<file path="src/rtl/sflash_pkg.sv">
package sflash_pkg;

  localparam int unsigned WORD_W = 32;

  localparam logic [3:0] OFS_CFG = 4'h0;
  localparam logic [3:0] OFS_CSR = 4'h8;
  localparam logic [3:0] OFS_DAT = 4'hC;

  // configuration register
  localparam int unsigned CFG_RX_BIG = 28;
  localparam int unsigned CFG_TX_BIG = 27;
  // control/status register
  localparam int unsigned CSR_CS0    = 31;
  localparam int unsigned CSR_CS1    = 30;
  localparam int unsigned CSR_LEN_HI = 29;
  localparam int unsigned CSR_LEN_LO = 28;
  localparam int unsigned CSR_IDLE   = 27;
  localparam int unsigned CSR_SEL    = 24;

  typedef enum logic [1:0] {
    BUS_IDLE = 2'd0,
    BUS_WAIT = 2'd1,
    BUS_DONE = 2'd2
  } bus_state_e;

  // Maps between lane form (lane 0 = bits 31:24) and wire order (slot 0 = first
  // byte on the wire), both using the top n lanes. The map is its own inverse.
  function automatic logic [WORD_W-1:0] lane_reorder(input logic [WORD_W-1:0] w,
                                                     input logic [2:0] n,
                                                     input logic big);
    logic [WORD_W-1:0] r;
    int src;
    r = '0;
    for (int i = 0; i < 4; i++) begin
      if (i < int'(n)) begin
        src = big ? i : int'(n) - 1 - i;
        r[8*(3-i) +: 8] = w[8*(3-src) +: 8];
      end
    end
    return r;
  endfunction

endpackage

</file>
<file path="src/rtl/sflash_rst_sync.sv">
module sflash_rst_sync (
  input  logic clk,
  input  logic rst_n,
  output logic rst_sync_n
);
  logic [1:0] stage_q;

  always_ff @(posedge clk or negedge rst_n) begin
    if (!rst_n) stage_q <= 2'b00;
    else        stage_q <= {stage_q[0], 1'b1};
  end

  assign rst_sync_n = stage_q[1];
endmodule

</file>
<file path="src/rtl/sflash_sclk_gen.sv">
module sflash_sclk_gen #(
  parameter int unsigned CLK_DIV = 4
) (
  input  logic clk,
  input  logic rst_n,
  input  logic run,
  output logic tick
);
  localparam int unsigned HALF   = CLK_DIV / 2;
  localparam int unsigned HCNT_W = (HALF > 1) ? $clog2(HALF) : 1;
  localparam logic [HCNT_W-1:0] HLAST = HCNT_W'(HALF - 1);

  logic [HCNT_W-1:0] hcnt_q, hcnt_d;

  assign tick = run && (hcnt_q == HLAST);

  always_comb begin
    hcnt_d = hcnt_q;
    if (!run)      hcnt_d = '0;
    else if (tick) hcnt_d = '0;
    else           hcnt_d = hcnt_q + 1'b1;
  end

  always_ff @(posedge clk or negedge rst_n) begin
    if (!rst_n) hcnt_q <= '0;
    else        hcnt_q <= hcnt_d;
  end
endmodule

</file>
<file path="src/rtl/sflash_shifter.sv">
module sflash_shifter
  import sflash_pkg::*;
#(
  parameter int unsigned CLK_DIV = 4
) (
  input  logic              clk,
  input  logic              rst_n,
  input  logic              start_tx,
  input  logic              start_rx,
  input  logic [1:0]        len_code,
  input  logic              tx_big,
  input  logic              rx_big,
  input  logic [WORD_W-1:0] tx_word,
  input  logic              miso,
  output logic              active,
  output logic              sclk,
  output logic              mosi,
  output logic              done,
  output logic [WORD_W-1:0] rx_word
);
  logic              active_q, active_d;
  logic              sclk_q, sclk_d;
  logic              txmode_q, txmode_d;
  logic              rxbig_q, rxbig_d;
  logic [2:0]        nbyte_q, nbyte_d;
  logic [4:0]        bitcnt_q, bitcnt_d;
  logic [WORD_W-1:0] txsr_q, txsr_d;
  logic [WORD_W-1:0] rxsr_q, rxsr_d;
  logic [WORD_W-1:0] rxw_q, rxw_d;
  logic              tick;
  logic              last_bit;
  logic [2:0]        start_n;
  logic [5:0]        rx_align;

  sflash_sclk_gen #(.CLK_DIV(CLK_DIV)) u_sclk_gen (
    .clk  (clk),
    .rst_n(rst_n),
    .run  (active_q),
    .tick (tick)
  );

  assign start_n  = {1'b0, len_code} + 3'd1;
  assign last_bit = (bitcnt_q == 5'({nbyte_q, 3'b000} - 6'd1));
  assign rx_align = 6'd32 - {nbyte_q, 3'b000};

  always_comb begin
    active_d = active_q;
    sclk_d   = sclk_q;
    txmode_d = txmode_q;
    rxbig_d  = rxbig_q;
    nbyte_d  = nbyte_q;
    bitcnt_d = bitcnt_q;
    txsr_d   = txsr_q;
    rxsr_d   = rxsr_q;
    rxw_d    = rxw_q;
    done     = 1'b0;
    if (!active_q) begin
      if (start_tx || start_rx) begin
        active_d = 1'b1;
        sclk_d   = 1'b0;
        bitcnt_d = '0;
        nbyte_d  = start_n;
        txmode_d = start_tx;
        rxbig_d  = rx_big;
        rxsr_d   = '0;
        txsr_d   = start_tx ? lane_reorder(tx_word, start_n, tx_big) : '1;
      end
    end else if (tick) begin
      if (!sclk_q) begin
        sclk_d = 1'b1;
        if (!txmode_q) rxsr_d = {rxsr_q[WORD_W-2:0], miso};
      end else begin
        sclk_d = 1'b0;
        if (last_bit) begin
          active_d = 1'b0;
          done     = 1'b1;
          if (!txmode_q) rxw_d = lane_reorder(rxsr_q << rx_align, nbyte_q, rxbig_q);
        end else begin
          bitcnt_d = bitcnt_q + 5'd1;
          if (txmode_q) txsr_d = {txsr_q[WORD_W-2:0], 1'b0};
        end
      end
    end
  end

  always_ff @(posedge clk or negedge rst_n) begin
    if (!rst_n) begin
      active_q <= 1'b0;
      sclk_q   <= 1'b0;
      txmode_q <= 1'b0;
      rxbig_q  <= 1'b0;
      nbyte_q  <= 3'd1;
      bitcnt_q <= '0;
      txsr_q   <= '0;
      rxsr_q   <= '0;
      rxw_q    <= '0;
    end else begin
      active_q <= active_d;
      sclk_q   <= sclk_d;
      txmode_q <= txmode_d;
      rxbig_q  <= rxbig_d;
      nbyte_q  <= nbyte_d;
      bitcnt_q <= bitcnt_d;
      txsr_q   <= txsr_d;
      rxsr_q   <= rxsr_d;
      rxw_q    <= rxw_d;
    end
  end

  assign active  = active_q;
  assign sclk    = sclk_q;
  assign mosi    = active_q & txsr_q[WORD_W-1];
  assign rx_word = rxw_q;
endmodule

</file>
<file path="src/rtl/sflash_regs.sv">
module sflash_regs
  import sflash_pkg::*;
#(
  parameter int unsigned ADDR_W = 4
) (
  input  logic              clk,
  input  logic              rst_n,
  input  logic [ADDR_W-1:0] bus_addr,
  input  logic [WORD_W-1:0] bus_wdata,
  input  logic              bus_rd,
  input  logic              bus_wr,
  output logic [WORD_W-1:0] bus_rdata,
  output logic              bus_ready,
  input  logic              busy,
  input  logic              done,
  input  logic [WORD_W-1:0] rx_word,
  output logic              start_tx,
  output logic              start_rx,
  output logic [1:0]        len_code,
  output logic              tx_big,
  output logic              rx_big,
  output logic [1:0]        cs_n
);
  logic        hit_cfg, hit_csr, hit_dat;
  logic        cfg_we, csr_we;
  logic        rxbig_q, txbig_q;
  logic        cs0_q, cs1_q, sel_q;
  logic [1:0]  len_q;
  bus_state_e  st_q, st_d;

  assign hit_cfg = (bus_addr == ADDR_W'(OFS_CFG));
  assign hit_csr = (bus_addr == ADDR_W'(OFS_CSR));
  assign hit_dat = (bus_addr == ADDR_W'(OFS_DAT));
  assign cfg_we  = bus_wr && hit_cfg;
  assign csr_we  = bus_wr && hit_csr;

  // receive sequencing on data-register reads
  always_comb begin
    st_d     = st_q;
    start_rx = 1'b0;
    case (st_q)
      BUS_IDLE: if (bus_rd && hit_dat && !busy) begin
        start_rx = 1'b1;
        st_d     = BUS_WAIT;
      end
      BUS_WAIT: if (done) st_d = BUS_DONE;
      BUS_DONE: st_d = BUS_IDLE;
      default:  st_d = BUS_IDLE;
    endcase
  end

  assign start_tx  = bus_wr && hit_dat && !busy && (st_q == BUS_IDLE);
  assign bus_ready = !(bus_rd && hit_dat) || (st_q == BUS_DONE);

  always_ff @(posedge clk or negedge rst_n) begin
    if (!rst_n) st_q <= BUS_IDLE;
    else        st_q <= st_d;
  end

  always_ff @(posedge clk or negedge rst_n) begin
    if (!rst_n) begin
      rxbig_q <= 1'b0;
      txbig_q <= 1'b0;
    end else if (cfg_we) begin
      rxbig_q <= bus_wdata[CFG_RX_BIG];
      txbig_q <= bus_wdata[CFG_TX_BIG];
    end
  end

  always_ff @(posedge clk or negedge rst_n) begin
    if (!rst_n) begin
      cs0_q <= 1'b1;
      cs1_q <= 1'b1;
      len_q <= 2'd0;
      sel_q <= 1'b0;
    end else if (csr_we) begin
      cs0_q <= bus_wdata[CSR_CS0];
      cs1_q <= bus_wdata[CSR_CS1];
      len_q <= bus_wdata[CSR_LEN_HI:CSR_LEN_LO];
      sel_q <= bus_wdata[CSR_SEL];
    end
  end

  always_comb begin
    bus_rdata = '0;
    if (hit_cfg) begin
      bus_rdata[CFG_RX_BIG] = rxbig_q;
      bus_rdata[CFG_TX_BIG] = txbig_q;
    end else if (hit_csr) begin
      bus_rdata[CSR_CS0]               = cs0_q;
      bus_rdata[CSR_CS1]               = cs1_q;
      bus_rdata[CSR_LEN_HI:CSR_LEN_LO] = len_q;
      bus_rdata[CSR_IDLE]              = !busy;
      bus_rdata[CSR_SEL]               = sel_q;
    end else if (hit_dat) begin
      bus_rdata = rx_word;
    end
  end

  assign len_code = len_q;
  assign tx_big   = txbig_q;
  assign rx_big   = rxbig_q;
  assign cs_n[0]  = cs0_q | sel_q;
  assign cs_n[1]  = cs1_q | ~sel_q;
endmodule

</file>
<file path="src/rtl/sflash_spi_host.sv">
module sflash_spi_host
  import sflash_pkg::*;
#(
  parameter int unsigned ADDR_W  = 4,
  parameter int unsigned CLK_DIV = 4
) (
  input  logic              clk,
  input  logic              rst_n,
  input  logic [ADDR_W-1:0] bus_addr,
  input  logic [31:0]       bus_wdata,
  input  logic              bus_rd,
  input  logic              bus_wr,
  output logic [31:0]       bus_rdata,
  output logic              bus_ready,
  output logic              spi_sclk,
  output logic              spi_mosi,
  input  logic              spi_miso,
  output logic [1:0]        spi_cs_n
);
  logic              rst_sync_n;
  logic              xfer_busy;
  logic              xfer_done;
  logic              start_tx, start_rx;
  logic [1:0]        len_code;
  logic              tx_big, rx_big;
  logic [WORD_W-1:0] rx_word;

  sflash_rst_sync u_rst_sync (
    .clk       (clk),
    .rst_n     (rst_n),
    .rst_sync_n(rst_sync_n)
  );

  sflash_regs #(.ADDR_W(ADDR_W)) u_regs (
    .clk      (clk),
    .rst_n    (rst_sync_n),
    .bus_addr (bus_addr),
    .bus_wdata(bus_wdata),
    .bus_rd   (bus_rd),
    .bus_wr   (bus_wr),
    .bus_rdata(bus_rdata),
    .bus_ready(bus_ready),
    .busy     (xfer_busy),
    .done     (xfer_done),
    .rx_word  (rx_word),
    .start_tx (start_tx),
    .start_rx (start_rx),
    .len_code (len_code),
    .tx_big   (tx_big),
    .rx_big   (rx_big),
    .cs_n     (spi_cs_n)
  );

  sflash_shifter #(.CLK_DIV(CLK_DIV)) u_shifter (
    .clk     (clk),
    .rst_n   (rst_sync_n),
    .start_tx(start_tx),
    .start_rx(start_rx),
    .len_code(len_code),
    .tx_big  (tx_big),
    .rx_big  (rx_big),
    .tx_word (bus_wdata),
    .miso    (spi_miso),
    .active  (xfer_busy),
    .sclk    (spi_sclk),
    .mosi    (spi_mosi),
    .done    (xfer_done),
    .rx_word (rx_word)
  );
endmodule

</file>
<file path="config.mk">
export PLATFORM = sky130hd
export DESIGN_NAME = sflash_spi_host
export DESIGN_NICKNAME = d
export VERILOG_FILES = /design/src/rtl/sflash_pkg.sv /design/src/rtl/sflash_rst_sync.sv /design/src/rtl/sflash_sclk_gen.sv /design/src/rtl/sflash_shifter.sv /design/src/rtl/sflash_regs.sv /design/src/rtl/sflash_spi_host.sv
export SDC_FILE = /design/constraint.sdc
export NUM_CORES = 1
export LEC_CHECK = 0
export ABC_AREA = 1
export BUFFER_PORTS_ARGS = -buffer_cell sky130_fd_sc_hd__buf_4
export CORE_AREA = 5 5 161 163
export DETAILED_ROUTE_END_ITERATION = 16
export DIE_AREA = 0 0 166 168
export HOLD_SLACK_MARGIN = 0.15
export PLACE_DENSITY = 0.5
export SETUP_SLACK_MARGIN = 0.4
export SLEW_MARGIN = 10
export SYNTH_ARGS = -nofsm -noshare
export SYNTH_HDL_FRONTEND = slang
export SYNTH_SLANG_ARGS = --single-unit
</file>
<file path="constraint.sdc">
create_clock -name clk -period 3.6 [get_ports clk]
set_input_delay 0.72 -clock clk [delete_from_list [all_inputs] [get_ports clk]]
set_output_delay 0.72 -clock clk [all_outputs]
set_load 0.01 [all_outputs]
</file>
# Yosys cells after proc, flatten, opt, wreduce, memory -nomap -nowiden

Index checks and enable logic that the tools add are counted.

Add/subtract/negate cells: 21
Reduce and logical (&&, ||, !) cells: 22
Shift operators: 9
Order comparisons: 8
Equality and inequality tests: 13
Bitwise operators: 6
Mux-type cells: 61

Operators with widths:

| kind                                                       | count |
|---|---|
| two-way mux 32 bit                                         | 13 |
| variable part select 32 x 32 -> 8 bit                      | 8 |
| two-way mux 29 bit                                         | 8 |
| subtractor 3 x 29 -> 29 bit (first input constant)         | 8 |
| subtractor 29 x 3 -> 29 bit (second input constant)        | 4 |
| two-way mux 8 bit                                          | 8 |
| subtractor 29 x 2 -> 29 bit (second input constant)        | 2 |
| left shift 32 x 6 -> 32 bit                                | 1 |
| two-way mux 5 bit                                          | 6 |
| two-way mux 27 bit                                         | 1 |
| two-way mux 24 bit                                         | 1 |
| two-way mux 1 bit                                          | 18 |
| less-than comparator 1 x 3 -> 1 bit (first input constant) | 4 |
| less-than comparator 2 x 3 -> 1 bit (first input constant) | 4 |
| inequality test 2 bit (second input constant)              | 6 |
| AND reduction 5 bit                                        | 2 |
| equality test 4 bit (second input constant)                | 2 |
| logical AND 1 bit                                          | 8 |
| two-way mux 2 bit                                          | 4 |
| AND reduction 4 bit                                        | 2 |
| subtractor 3 x 1 -> 4 bit (second input constant)          | 2 |
| AND reduction 2 bit                                        | 3 |
| subtractor 6 bit (first input constant)                    | 1 |
| adder 5 x 1 -> 5 bit (second input constant)               | 1 |
| 17 further kinds                                           | 23 |

Register bits after elaboration: 120
Output and inout port bits: 37
Logic and storage cells: 158
Bits of input ports: 41

# Depth between registers and ports, before layout

Depth after elaboration: 10
Gate-level depth with buffers: 16
Gate-level depth less buffers: 15

# Hierarchy

From an unflattened synthesis, not the netlist that was laid out.

Cells, all modules: 1,291
Area, all modules: 8,298.0 um2

By module, submodules not included:

| module          | area an instance (um2) | seq. area each (um2) | cells each | times used |
|---|---|---|---|---|
| sflash_shifter  | 7,419.6                | 2,703.8              | 1,147      | 1 |
| sflash_regs     | 782.0                  | 227.7                | 136        | 1 |
| sflash_rst_sync | 53.8                   | 50.0                 | 3          | 1 |
| sflash_sclk_gen | 42.5                   | 25.0                 | 5          | 1 |

# Least setup slack after synthesis

Ideal clock, no wire load.

Path kind: register to register
Start: register u_shifter.nbyte_q[0]
End: register u_shifter.rxw_q[12] (netlist: u_shifter.rx_word[12])
Path slack: 0.903 ns
Required time: 3.535 ns
Arrival: 2.631 ns
Clock period less this slack: 2.697 ns
Library setup time: 0.065 ns
Buffers on the path: 4
Cell stages (with the launch flop): 17
Cell sequence: dfstp_2 buf_6 inv_4 buf_2 ha_1 buf_6 inv_8 clkbuf_1 ha_1 xor2_1 nand2_1 nand2_1 nand2_1 nand2_1 nor2_8 nand3_1 nand2_1

Cells in the longest elaborated chain, start to end: 6
Elaborated cells between the ends (all ways): 12
Those cells by class: add/sub (5); order compare (1); eq/ne (1); shift (2); mux (2); reduce/logical (1)

RTL lines:

| element                               | RTL line              | text |
|---|---|---|
| start: declaration                    | sflash_shifter.sv:25  | `logic [2:0] nbyte_q, nbyte_d;` |
| start signal: assignment              | sflash_shifter.sv:102 | `nbyte_q <= nbyte_d;` |
| subtractor 3 x 1 -> 4 bit             | sflash_pkg.sv:36      | `src = big ? i : int'(n) - 1 - i;` |
| subtractor 29 x 3 -> 29 bit           | sflash_pkg.sv:36      |  |
| two-way mux 29 bit                    | sflash_pkg.sv:36      |  |
| subtractor 3 x 29 -> 29 bit           | sflash_pkg.sv:37      | `r[8*(3-i) +: 8] = w[8*(3-src) +: 8];` |
| variable part select 32 x 32 -> 8 bit | sflash_pkg.sv:37      |  |
| two-way mux 8 bit                     | sflash_pkg.sv:35      | `if (i < int'(n)) begin` |
| end signal: assignment                | sflash_shifter.sv:106 | `rxw_q <= rxw_d;` |
| end: declaration                      | sflash_shifter.sv:29  | `logic [WORD_W-1:0] rxw_q, rxw_d;` |

Parallel ways exist; a longest one is shown, timed or not.
A chain may end at the register's enable or synchronous reset.

# Worst setup path after layout

Start: input port bus_addr[0]
End: output port bus_rdata[28]

Cells in the longest elaborated chain, start to end: 4
Elaborated cells between the ends (all ways): 6
Those cells by class: eq/ne (2); mux (3); reduce/logical (1)

RTL lines:

| element               | RTL line              | text |
|---|---|---|
| start: declaration    | sflash_spi_host.sv:9  | `input logic [ADDR_W-1:0] bus_addr,` |
| equality test 4 bit   | sflash_regs.sv:33     | `assign hit_dat = (bus_addr == ADDR_W'(OFS_DAT));` |
| two-way mux 32 bit    | sflash_regs.sv:95     | `end else if (hit_dat) begin` |
| two-way mux 5 bit     | sflash_regs.sv:89     | `end else if (hit_csr) begin` |
| two-way mux 2 bit (*) | sflash_regs.sv:86     | `if (hit_cfg) begin` |
| end: declaration      | sflash_spi_host.sv:13 | `output logic [31:0] bus_rdata,` |

Mark *: on every way between the ends. The rest lies on a longest branch, timed or not.

==> metrics.yaml <==
outcome: "completed"
port_buffers: 77
dr.pass1.iters: 7
p_leak_uw: 0.00470
final_area_sq_um: 9550
hp-start: "u_rst_sync.stage_q[0]"
most-common-layout-cells: "458 x nand2_1, 218 x nand3_1, 116 x dfrtp_1"
ir_drop_uv: 232
finalMaxSlewViolations: 0
cp_slowest_cell: "inv_1"
fillers: 2598
power_density_nw_per_um2: 387
r2r-start: "u_shifter.nbyte_q[0]"
drv_cap: 0
grt_max_degree: 65
slew_headroom_pct: 30.1
yosys.area.top_type_share_pct: 35.2
clock_latency_ps: 420
synth_top_cell_by_area: "dfrtp_1"
path_cells: "buf_4, inv_1, nand2_1, nor2_4, inv_1, o221ai_1, buf_4"
final_common_cell: "nand2_1"
postLayoutCoreUtil_pct: 39.5
synthCells: 1252
startpoint_type: "input pin"
rsz0062_at_grt: "false"
critPathRequiredTime_ps: 2880
fin_nets: 1350
ys_top_cells_by_area: "dfrtp_1 35%, nand2_1 21%, nand3_1 13%"
io_pins: 78
num_vias: 8124
synthesis.nets: 1306
routedWlPerCell_um: 15.8
initial_utilization_pct: 34.4
cp-end-kind: "output pin"
die_w_um: 166
worst-r2r-setup-slack_ps: 780
r2r_cells: 10
ys_seq_area_share_pct: 36.2
core_region_area_sq_um: 24200
cts_root_buffer: "clkbuf_16"
ys_warn_count: 0
cp.arrival_ps: 2240
drive_above_1_share_pct: 13.4
setup_violations: 0
syn_avg_cell_area_sq_um: 6.64
min_period_ps: 2960
via_per_inst: 4.97
grt.total_usage_pct: 18.6
max_stage_delay_ps: 680
hold_buffers: 1
grt_antenna_before_repair: 0
drc: 0
cts_tree: "built"
area_growth_pct: 14.8
hold_viol_final: 0
placementRows: 57
first_global_vias: 7619
fin_worst_skew_ps: 12.4
netlist_area_sq_um: 8310
worstReg2RegEnd: "u_shifter.txsr_q[0]"
fmax_mhz: 338
worst_slew_pin_slew_ps: 1050
drt_iter0_markers: 674
cts_buffer_depth: 2
ys_ff_latch: 120
die_height_um: 168
whs_path_depth: 0
routabilityCongestion: 0.914
cts.clk_slew.worst_paths_ps: 60
htree_levels: 4
antenna_cells_inserted: 0
cts_resized: 0
crit_fanout: 32
die_area_sq_um: 27900
postPlaceCellArea_sq_um: 9020
gr-total-overflow: 0
cts_sinks: 120
crit_type: "in -> out"
ys_types: 40
wirelength_um: 25800
grt_pass1_wl_um: 42400
fin_setup_tns_ps: 0
hpwlAfterDp_um: 18900
min_to: "u_rst_sync.stage_q[1]"
final_antenna_net_count: 0
post_cts_buffers: 0
hp-class: "reg -> reg"
final.period_utilization_pct: 82.2
cts_made_buffers: 17
[final cells by class]
class	count	area, sq um	area share (%)
multi-input combinational	952	4490	47.0
clock buffer	19	433	4.54
timing repair buffer	87	668	7.00
tap	324	405	4.25
clock inverter	13	85.1	0.891
sequential	120	3010	31.5
inverter	118	453	4.75
[sequential cells by signal (all words and copies together), names as in the netlist, 2 cells and up]
signal,count
u_shifter.bitcnt_q,5
u_shifter.txsr_q,32
u_shifter.rx_word,32
u_shifter.nbyte_q,3
u_shifter.rxsr_q,32
u_rst_sync.stage_q,2
u_regs.st_q,2
u_regs.len_code,2
[how the worst max path moves through the flow]
stage                         start  slack, ps  depth (start not counted)                     to
2_1_floorplan  u_shifter.nbyte_q[0]        900                         16  u_shifter.rx_word[12]
3_3_place_gp            bus_addr[0]        670                          7          bus_rdata[28]
3_5_place_dp            bus_addr[0]        610                          7          bus_rdata[28]
6_report                bus_addr[0]        640                          7          bus_rdata[28]
4_1_cts                 bus_addr[0]        600                          7          bus_rdata[28]
5_1_grt                 bus_addr[0]        450                          7          bus_rdata[28]
[cells by family after synthesis]
group           share of synthesized area (%)
simple gates                             44.1
buf+inv                                  9.81
flops                                    36.2
compound gates                           7.54
fa+ha+maj                                1.96
xor+xnor                                0.422
other cells                            0.0451
[synthesized netlist by cell type, drive strengths merged]
cell      n
nand2   467
nor2     67
o22ai     4
o21ai    94
o221ai    2
dfrtp   117
conb      1
or2      21
a21oi    11
ha       13
nor4      1
a21boi    1
xor2      3
o211ai    2
and2      9
inv     118
a21o      1
o31ai     1
clkbuf   23
dfstp     3
xnor2     1
nand4    33
buf      39
nand3   220
[report_power, final]
| part | internal, uW | total [uW] | switching (uW) | leakage [uW] |
|---|---|---|---|---|
| clock | 871 | 1520 | 651 | 0.000244 |
| combinational | 246 | 774 | 528 | 0.00288 |
| sequential | 1370 | 1400 | 31.6 | 0.00158 |
[worst max-delay path, delay by kind of cell]
| kind | cells | cell delay, ps |
|---|---|---|
| buf+inv | 4 | 1020 |
| simple gates | 2 | 190 |
| compound gates | 1 | 310 |
[through the flow]
step	worst slack, ps	power (uW)	hold WS (ps)	std cells
3_5_place_dp	607	2200	343	1600
5_1_grt	445	3910	375	1633
3_3_place_gp	669	2190	334	1600
6_report	642	3700	352	1633
2_1_floorplan	903	1980	331	1252
4_1_cts	601	3740	358	1633
[metal layers]
metal  GRT usage, %  vias to the layer above  share of wire [%]
met5              0                        -                  0
li1               -                     4129                  -
met4           4.12                        0               0.89
met3           3.54                       15                5.7
met2           26.7                      240                 41
met1           28.8                     3740                 52
Power figures use the tool's default switching activity.
